===== src/rtl/lp_pkg.sv =====
package lp_pkg;

   typedef logic [7:0] byte_t;

   typedef enum logic [2:0] {
      ST_IDLE = 3'd0,
      ST_VFP  = 3'd1,
      ST_HBL  = 3'd2,
      ST_ACT  = 3'd3,
      ST_VBP  = 3'd4
   } lp_state_e;

   function automatic int imax(input int a, input int b);
      return (a > b) ? a : b;
   endfunction

endpackage


===== src/rtl/lp_avg.sv =====
// Rounded mean of two unsigned values, half rounds up, one extra sum bit.
module lp_avg #(
   parameter int W = 8
) (
   input  logic [W-1:0] a,
   input  logic [W-1:0] b,
   output logic [W-1:0] m
);
   logic [W:0] sum;

   assign sum = {1'b0, a} + {1'b0, b} + {{W{1'b0}}, 1'b1};
   assign m   = sum[W:1];
endmodule


===== src/rtl/lp_seq.sv =====
// Frame / line sequencer: porches, blanking, byte position, line count.
module lp_seq
   import lp_pkg::*;
#(
   parameter int N_PIX   = 320,
   parameter int N_LINES = 240,
   parameter int HB_MIN  = 16,
   parameter int VFP_LEN = 4,
   parameter int VBP_LEN = 4,
   parameter int VB_MIN  = 32,
   parameter int POS_W   = 11
) (
   input  logic             clk,
   input  logic             rst_n,
   input  logic             frame_start,
   input  logic             line_rdy,
   output logic             act,
   output logic             in_frame,
   output logic             last_byte,
   output logic [POS_W-1:0] pos
);
   localparam int LINE_BYTES = 4 * N_PIX;
   localparam int CNT_MAX    = imax(imax(HB_MIN, VB_MIN), imax(VFP_LEN, VBP_LEN));
   localparam int CNT_W      = $clog2(CNT_MAX + 1);
   localparam int LN_W       = $clog2(N_LINES + 1);

   localparam logic [CNT_W-1:0] C_VB  = CNT_W'(VB_MIN - 1);
   localparam logic [CNT_W-1:0] C_VFP = CNT_W'(VFP_LEN - 1);
   localparam logic [CNT_W-1:0] C_HB  = CNT_W'(HB_MIN - 1);
   localparam logic [CNT_W-1:0] C_VBP = CNT_W'(VBP_LEN - 1);
   localparam logic [POS_W-1:0] C_LASTPOS = POS_W'(LINE_BYTES - 1);
   localparam logic [LN_W-1:0]  C_LASTLN  = LN_W'(N_LINES - 1);

   lp_state_e        st;
   logic [CNT_W-1:0] cnt;
   logic [LN_W-1:0]  line_no;
   logic             pend;
   logic             blank_done;
   logic             go_frame;

   always_comb begin
      unique case (st)
         ST_IDLE: blank_done = (cnt == C_VB);
         ST_VFP:  blank_done = (cnt == C_VFP);
         ST_HBL:  blank_done = (cnt == C_HB);
         ST_VBP:  blank_done = (cnt == C_VBP);
         default: blank_done = 1'b0;
      endcase
   end

   assign go_frame  = (st == ST_IDLE) && blank_done && (pend || frame_start);
   assign act       = (st == ST_ACT);
   assign in_frame  = (st != ST_IDLE);
   assign last_byte = act && (pos == C_LASTPOS);

   always_ff @(posedge clk) begin
      if (!rst_n) begin
         st      <= ST_IDLE;
         cnt     <= '0;
         pos     <= '0;
         line_no <= '0;
         pend    <= 1'b0;
      end else begin
         pend <= go_frame ? 1'b0 : (pend | frame_start);
         unique case (st)
            ST_IDLE: begin
               if (go_frame) begin
                  st  <= ST_VFP;
                  cnt <= '0;
               end else if (!blank_done) begin
                  cnt <= cnt + 1'b1;
               end
            end
            ST_VFP: begin
               if (blank_done) begin
                  st  <= ST_HBL;
                  cnt <= '0;
               end else begin
                  cnt <= cnt + 1'b1;
               end
            end
            ST_HBL: begin
               if (blank_done && line_rdy) begin
                  st  <= ST_ACT;
                  pos <= '0;
               end else if (!blank_done) begin
                  cnt <= cnt + 1'b1;
               end
            end
            ST_ACT: begin
               if (last_byte) begin
                  pos <= '0;
                  cnt <= '0;
                  if (line_no == C_LASTLN) begin
                     line_no <= '0;
                     st      <= ST_VBP;
                  end else begin
                     line_no <= line_no + 1'b1;
                     st      <= ST_HBL;
                  end
               end else begin
                  pos <= pos + 1'b1;
               end
            end
            ST_VBP: begin
               if (blank_done) begin
                  st  <= ST_IDLE;
                  cnt <= '0;
               end else begin
                  cnt <= cnt + 1'b1;
               end
            end
            default: st <= ST_IDLE;
         endcase
      end
   end
endmodule


===== src/rtl/lp_pack.sv =====
// Byte selection: pixel-pair chroma mean, then raw value split low/high.
module lp_pack
   import lp_pkg::*;
#(
   parameter int N_PIX = 320,
   parameter int RAW_W = 14,
   parameter int POS_W = 11,
   parameter int IDX_W = 9
) (
   input  logic             clk,
   input  logic             rst_n,
   input  logic             act,
   input  logic [POS_W-1:0] pos,
   input  byte_t            y_in,
   input  byte_t            cb_in,
   input  byte_t            cr_in,
   input  logic [RAW_W-1:0] raw_in,
   output logic [IDX_W-1:0] rd_idx,
   output byte_t            out_byte
);
   localparam int HALF = 2 * N_PIX;
   localparam logic [POS_W-1:0] C_HALF = POS_W'(HALF);

   logic             in_raw;
   logic [POS_W-1:0] rel;
   logic [1:0]       sub;
   logic [15:0]      raw_ext;
   byte_t            cb_hold, cr_hold, y_hold, cr_mean_q;
   byte_t            cb_mean, cr_mean;

   assign in_raw  = (pos >= C_HALF);
   assign rel     = in_raw ? (pos - C_HALF) : pos;
   assign sub     = pos[1:0];
   assign raw_ext = 16'(raw_in);

   // chroma half: even pixel on sub 0, odd pixel from sub 1 on
   assign rd_idx = in_raw ? IDX_W'(rel >> 1)
                          : (IDX_W'(pos >> 1) | IDX_W'(pos[0]));

   lp_avg #(.W(8)) u_cb_mean (.a(cb_hold), .b(cb_in), .m(cb_mean));
   lp_avg #(.W(8)) u_cr_mean (.a(cr_hold), .b(cr_in), .m(cr_mean));

   always_ff @(posedge clk) begin
      if (!rst_n) begin
         cb_hold   <= '0;
         cr_hold   <= '0;
         y_hold    <= '0;
         cr_mean_q <= '0;
      end else if (act && !in_raw) begin
         if (sub == 2'd0) begin
            cb_hold <= cb_in;
            cr_hold <= cr_in;
         end else if (sub == 2'd1) begin
            y_hold    <= y_in;
            cr_mean_q <= cr_mean;
         end
      end
   end

   always_comb begin
      if (in_raw) begin
         out_byte = rel[0] ? raw_ext[15:8] : raw_ext[7:0];
      end else begin
         unique case (sub)
            2'd0:    out_byte = y_in;
            2'd1:    out_byte = cb_mean;
            2'd2:    out_byte = y_hold;
            default: out_byte = cr_mean_q;
         endcase
      end
   end
endmodule


===== src/rtl/lp_top.sv =====
module lp_top
   import lp_pkg::*;
#(
   parameter int N_PIX    = 320,
   parameter int N_LINES  = 240,
   parameter int RAW_W    = 14,
   parameter int BUS_W    = 14,
   parameter int BYTE_LSB = 6,
   parameter int HB_MIN   = 16,
   parameter int VFP_LEN  = 4,
   parameter int VBP_LEN  = 4,
   parameter int VB_MIN   = 32
) (
   input  logic                     clk,
   input  logic                     rst_n,
   input  logic                     frame_start,
   input  logic                     line_rdy,
   input  logic [7:0]               y_in,
   input  logic [7:0]               cb_in,
   input  logic [7:0]               cr_in,
   input  logic [RAW_W-1:0]         raw_in,
   output logic [$clog2(N_PIX)-1:0] rd_idx,
   output logic                     line_taken,
   output logic [BUS_W-1:0]         vid_data,
   output logic                     vid_lsync,
   output logic                     vid_fsync
);
   localparam int LINE_BYTES = 4 * N_PIX;
   localparam int POS_W      = $clog2(LINE_BYTES);
   localparam int IDX_W      = $clog2(N_PIX);

   if (N_PIX < 2 || (N_PIX % 2) != 0) begin : g_bad_pix
      $error("lp_top: N_PIX must be even and at least 2");
   end
   if (N_LINES < 1) begin : g_bad_lines
      $error("lp_top: N_LINES must be at least 1");
   end
   if (RAW_W < 9 || RAW_W > 16) begin : g_bad_raw
      $error("lp_top: RAW_W must lie in 9..16");
   end
   if (BUS_W < BYTE_LSB + 8) begin : g_bad_bus
      $error("lp_top: byte does not fit on the bus");
   end
   if (HB_MIN < 2 || VFP_LEN < 1 || VBP_LEN < 1 || VB_MIN < 1) begin : g_bad_blank
      $error("lp_top: blanking minimums too small");
   end

   logic             act, in_frame, last_byte;
   logic [POS_W-1:0] pos;
   byte_t            pk_byte;
   logic [BUS_W-1:0] bus_nxt;

   lp_seq #(
      .N_PIX(N_PIX), .N_LINES(N_LINES), .HB_MIN(HB_MIN), .VFP_LEN(VFP_LEN),
      .VBP_LEN(VBP_LEN), .VB_MIN(VB_MIN), .POS_W(POS_W)
   ) u_seq (
      .clk(clk), .rst_n(rst_n), .frame_start(frame_start), .line_rdy(line_rdy),
      .act(act), .in_frame(in_frame), .last_byte(last_byte), .pos(pos)
   );

   lp_pack #(
      .N_PIX(N_PIX), .RAW_W(RAW_W), .POS_W(POS_W), .IDX_W(IDX_W)
   ) u_pack (
      .clk(clk), .rst_n(rst_n), .act(act), .pos(pos),
      .y_in(y_in), .cb_in(cb_in), .cr_in(cr_in), .raw_in(raw_in),
      .rd_idx(rd_idx), .out_byte(pk_byte)
   );

   assign bus_nxt = act ? (BUS_W'(pk_byte) << BYTE_LSB) : '0;

   always_ff @(posedge clk) begin
      if (!rst_n) begin
         vid_data   <= '0;
         vid_lsync  <= 1'b0;
         vid_fsync  <= 1'b0;
         line_taken <= 1'b0;
      end else begin
         vid_data   <= bus_nxt;
         vid_lsync  <= act;
         vid_fsync  <= in_frame;
         line_taken <= last_byte;
      end
   end
endmodule


===== config.mk =====
export PLATFORM = sky130hd
export DESIGN_NAME = lp_top
export DESIGN_NICKNAME = d
export VERILOG_FILES = /design/src/rtl/lp_pkg.sv /design/src/rtl/lp_avg.sv /design/src/rtl/lp_seq.sv /design/src/rtl/lp_pack.sv /design/src/rtl/lp_top.sv
export SDC_FILE = /design/constraint.sdc
export NUM_CORES = 1
export LEC_CHECK = 0
export BUFFER_PORTS_ARGS = -buffer_cell sky130_fd_sc_hd__buf_2
export CORE_AREA = 10 10 112 89
export CTS_CLUSTER_SIZE = 20
export DETAILED_ROUTE_END_ITERATION = 8
export DIE_AREA = 0 0 122 99
export PLACE_DENSITY = 0.94
export SYNTH_ARGS = -nofsm -noshare
export SYNTH_HDL_FRONTEND = slang
export SYNTH_HIERARCHICAL = 1
export SYNTH_SLANG_ARGS = --single-unit

===== constraint.sdc =====
create_clock -name clk -period 3.9 [get_ports clk]
set_clock_uncertainty 0.1 [all_clocks]
set_input_delay 0.78 -clock clk [delete_from_list [all_inputs] [get_ports clk]]
set_output_delay 0.78 -clock clk [all_outputs]
set_load 0.005 [all_outputs]

## Yosys cells after proc, flatten, opt, wreduce, memory -nomap -nowiden

Cells that the tools add are included.

| storage, ports and cells | value |
|---|---|
| bits in registers | 78 |
| input port bits | 42 |

| operators by class | value |
|---|---|
| add/sub/neg operators | 8 |
| magnitude comparators | 1 |
| eq/ne operators | 17 |
| multiplexer cells | 23 |
| bitwise operators | 4 |
| reductions and logical operators | 21 |

Operators with widths:

| kind | number |
|---|---|
| $mux W6 | 5 |
| $mux W8 | 3 |
| $pmux W6 S4 | 1 |
| $pmux W8 S3 | 1 |
| $mux W11 | 2 |
| $pmux W11 S2 | 1 |
| $add A8 B8 Y9 | 2 |
| $add A9 B1 Y9 const B | 2 |
| $mux W3 | 6 |
| $pmux W3 S5 | 1 |
| $add A11 B1 Y11 const B | 1 |
| $eq A11 B11 Y1 const B | 1 |
| $ge A11 B10 Y1 const B | 1 |
| $mux W10 | 1 |
| $ne A2 B1 Y1 const B | 5 |
| $sub A10 B10 Y10 const B | 1 |
| $mux W9 | 1 |
| $or A9 B1 Y9 | 1 |
| $add A8 B1 Y8 const B | 1 |
| $eq A8 B8 Y1 const B | 1 |
| $reduce_and A2 Y1 | 4 |
| $add A6 B1 Y6 const B | 1 |
| $eq A3 B2 Y1 const B | 2 |
| $eq A6 B2 Y1 const B | 1 |
| other kinds (21) | 28 |

## Logic depth before layout (Yosys ltp)

| logic depth | value |
|---|---|
| depth in word-level cells | 7 |
| mapped depth | 12 |
| mapped depth without buffers | 11 |

## Cells and area by module

Netlist, hierarchy kept.

By module, submodules not included:

| module | instances | cells an instance | area an instance (um2) | sequential area each (um2) |
|---|---|---|---|---|
| lp_pack | 1 | 184 | 1895.6 | 640.6 |
| lp_seq | 1 | 224 | 1770.4 | 580.6 |
| lp_avg | 2 | 42 | 322.8 | 0.0 |
| lp_top | 1 | 30 | 349.1 | 220.2 |

## Least setup slack after synthesis

Ideal clock, no wire load.

| timing path | value |
|---|---|
| path type | input port to flip-flop |
| start point | input cb_in[0] |
| end point | register vid_data[13] |
| setup time | 0.115 ns |
| arrival | 2.574 ns |
| required time | 3.685 ns |
| slack | 1.110 ns |
| stages | 10 |
| path buffers | 0 |
| cells stage by stage | or2_1 -> fa_1 -> a21oi_1 -> nor2_1 -> nor2_1 -> o21ai_1 -> mux4_2 -> nand2_1 -> o21ai_0 -> and3_1 |

| on the way | value |
|---|---|
| longest elaborated chain between the ends | 4 |

Ends and longest elaborated chain:

| element | RTL line | source |
|---|---|---|
| from (decl) | lp_top.sv:19 | `input logic [7:0] cb_in,` |
| $add A8 B8 Y9 | lp_avg.sv:11 | `assign sum = {1'b0, a} + {1'b0, b} + {{W{1'b0}}, 1'b1};` |
| $add A9 B1 Y9 | lp_avg.sv:11 |  |
| net u_pack.cb_mean[7] | lp_pack.sv:29 | `byte_t cb_mean, cr_mean;` |
| $pmux W8 S3 | lp_pack.sv:64 | `unique case (sub)` |
| $mux W8 | lp_pack.sv:61 | `if (in_raw) begin` |
| net pk_byte[7] | lp_top.sv:50 | `byte_t pk_byte;` |
| to (signal assigned) | lp_top.sv:78 | `vid_data <= bus_nxt;` |
| to (decl) | lp_top.sv:24 | `output logic [BUS_W-1:0] vid_data,` |

The timed path passes the listed nets, and every way through them passes these cells.
A chain may end at the register's enable or synchronous reset.

## Final worst setup path

| timing path | value |
|---|---|
| start point | register u_seq.st[0] |
| end point | register u_pack.cb_hold[7] |

| on the way | value |
|---|---|
| longest elaborated chain between the ends | 3 |

Ends and longest elaborated chain:

| element | RTL line | source |
|---|---|---|
| from (decl) | lp_seq.sv:34 | `lp_state_e st;` |
| from (signal assigned) | lp_seq.sv:58 | `st <= ST_IDLE;` |
| from (signal assigned) | lp_seq.sv:68 | `st <= ST_VFP;` |
| from (signal assigned) | lp_seq.sv:76 | `st <= ST_HBL;` |
| $eq A3 B2 Y1 | lp_seq.sv:52 | `assign act = (st == ST_ACT);` |
| net act | lp_top.sv:48 | `logic act, in_frame, last_byte;` |
| $logic_and A1 B1 Y1 | lp_pack.sv:49 | `end else if (act && !in_raw) begin` |
| $reduce_and A2 Y1 (no line) | - |  |
| to (signal assigned) | lp_pack.sv:51 | `cb_hold <= cb_in;` |
| to (decl) | lp_pack.sv:28 | `byte_t cb_hold, cr_hold, y_hold, cr_mean_q;` |

The timed path passes the listed nets, and every way through them passes these cells.

==> impl_metrics.tcl <==
set metrics [dict create \
    drc_errors 0 \
    yosysTopAreaCell "dfxtp_1" \
    clock_sinks 72 \
    antennaDiodeCount 0 \
    cp-end-kind "flop" \
    synth_top_area_share_pct 30.9 \
    worst_pin_slew_ns 0.953 \
    arrival_ns 3.27 \
    syn_inst 522 \
    fin_crit_ns 3.14 \
    post-route-util_pct 66.3 \
    ioPinCount 68 \
    critPathMaxFanout 16 \
    ys_ff_latch 72 \
    grt_pass1_wl_mm 20.1 \
    die_w_um 122 \
    io_buffer_count 61 \
    timing.hold.ws_ns 0.373 \
    synthTopCellsByCount "72 x dfxtp_1, 36 x nand2_1, 31 x nand3_1" \
    ys.flop_type "dfxtp_1" \
    cp.required_ns 4.03 \
    seqPwrFrac_pct 50.9 \
    clock_power_share_pct 41.3 \
    cp-startpoint "u_seq/st[0]" \
    hp-start "u_pack/cr_hold[6]" \
    ir_drop_mv 0.179 \
    finalPower_w 0.00146 \
    ys_warn_count 6 \
    synth_edf_count 0 \
    overflow 0 \
    multi_input_area_um2 2960 \
    crit_type "flop to flop" \
    ys_seq_area_share_pct 30.9 \
    synthArstFlopShare_pct 0 \
    fin_nets 633 \
    grt_usage_pct 20.1 \
    routabilityCongestion 0.916 \
    cts-root-buf "clkbuf_8" \
    row_count 28 \
    finalMaxSlewViolations 0 \
    start_util_pct 60.2 \
    grt_max_degree 46 \
    cts_buffers 9 \
    htreeDepth 3 \
    first_pass_iters 5 \
    fillers 574 \
    drive_gt1_share_pct 21.0 \
    cts_setup_buffers 0 \
    relSlewSlack_pct 36.0 \
    core_um2 7740 \
    ys_types 74 \
    mappedNetlistArea_um2 4660 \
    dp_cells 664 \
    r2r_start "u_seq/st[0]" \
    leakage_nw 2.00 \
    drt_iter0_drc 478 \
    combPwrFrac_pct 7.8 \
    period_share_pct 80.5 \
    yosysMostFrequentCell "dfxtp_1" \
    die_area_um2 12100 \
    cap_violations 0 \
    synth_area_leaders "dfxtp_1 31%, mux2i_1 5.8%, ha_1 5.1%" \
    areaGrowthSynthToFinish_pct 10.1 \
    sw_frac_of_total_pct 24.4 \
    power_density_nw_per_um2 284 \
    wl_per_cell_um 18.1 \
    regArea_um2 1440 \
    setup-tns-final_ns 0 \
    internal-power_w 0.00110 \
    postRouteAntennaNets 0 \
    hold_class "flop to flop" \
    routed_wirelength_mm 12.3 \
    hold_viol 0 \
    place_hpwl_mm 8.87 \
    die_h_um 99 \
    cts_resized 0 \
    cts.path.max_buffers 2 \
    status "finished, final reports clean" \
    fmax_ghz 0.319 \
    cts_hold_buffers 0 \
    avgSynthCellArea_um2 8.93 \
    rsz0062_at_grt "no" \
    switching_power_w 0.000356 \
    start_kind "flop" \
    fin_cells 680 \
    viasPerCell 6.32 \
    cts_tree "yes" \
    clock_latency_ns 0.37 \
    dr_total_vias 4298 \
    clk_pin_slew_ns 0.08 \
    grt_pass1_vias 4151 \
    antenna_found_initial 0 \
    setup_viol 0 \
]
[final timing paths]
kind / cells after the start / to / slack (ns)
worst max-delay path: 6 / u_pack/cb_hold[7] / 0.76
worst min-delay path: 2 / u_pack/cr_hold[6] / 0.37
worst max register to register: 6 / u_pack/cb_hold[7] / 0.76
worst min register to register: 2 / u_pack/cr_hold[6] / 0.37
[sequential cells by signal, indices dropped and copies added (netlist names)]
register and count:
line_taken 1, u_pack/cb_hold 8, u_pack/cr_hold 8, u_pack/cr_mean_q 8, u_pack/y_hold 8, u_seq/cnt 6
u_seq/line_no 8, u_seq/pend 1, u_seq/pos 11, u_seq/st 3, vid_data 8, vid_fsync 1
vid_lsync 1
[metrics by stage]
| step | cell area [um^2] | worst slack, ns |
|---|---|---|
| CTS | 5130 | 0.783 |
| floorplan | 4680 | 1.11 |
| global route | 5130 | 0.672 |
| detailed placement | 4930 | 0.828 |
| global placement | 4930 | 0.886 |
| finish | 5130 | 0.760 |
[cell families after synthesis]
| logic type | Yosys count | synth area share, % |
|---|---|---|
| AO/OA/AOI/OAI | 138 | 20.9 |
| XOR/XNOR | 13 | 2.60 |
| adder cells (fa/ha/maj) | 21 | 5.96 |
| buffers and inverters | 50 | 6.15 |
| flip-flops | 72 | 30.9 |
| multiplexers | 35 | 9.66 |
| other | 1 | 0.0805 |
| AND/OR/NAND/NOR | 192 | 23.7 |
[cell usage in the layout, fill, tap and decap left out, types with 8 or more instances in the layout]
cell      netlist  routed
a21boi_1       10      10
a21oi_1        22      22
and3_1         13      13
buf_2           7      61
clkbuf_8        0      10
dfxtp_1        72      72
ha_1           19      19
inv_1          14      14
mux2i_1        27      27
mux4_2          8       8
nand2_1        36      36
nand3_1        31      31
nor2_1         30      30
nor2b_1        23      23
nor3_1         13      13
o21ai_0        25      25
o21ai_2        11      11
[cell type report]
cell class,count,area share [%]
clock buffers,11,2.76
inverters,16,1.17
flip-flops and latches,72,28.1
repair buffers,66,6.68
multi-input cells,405,57.6
clock inverters,5,1.10
well taps,105,2.56
[power groups by stage]
stage / clock (W) / combinational [W] / sequential (W)
floorplan: 0 / 0.0000721 / 0.000757
global placement: 0 / 0.000106 / 0.000758
detailed placement: 0 / 0.000111 / 0.000758
CTS: 0.000608 / 0.000111 / 0.000741
global route: 0.000636 / 0.000125 / 0.000742
finish: 0.000602 / 0.000114 / 0.000741
[per-layer routing]
| layer | part of all wire (%) | track usage, % |
|---|---|---|
| met5 | 0 | 0 |
| met2 | 45 | 31.4 |
| met3 | 11 | 7.13 |
| met4 | 1.8 | 6.40 |
| met1 | 43 | 25.2 |
[critical path, stage by stage (launching register included)]
cell and delay [ns]:
dfxtp_1 0.69, nand3b_1 0.52, clkinv_1 0.24, nand2b_4 0.09, or4_1 0.80, o21ai_0 0.38, a21boi_0 0.16
No activity file was read; power rests on OpenSTA's default activity.
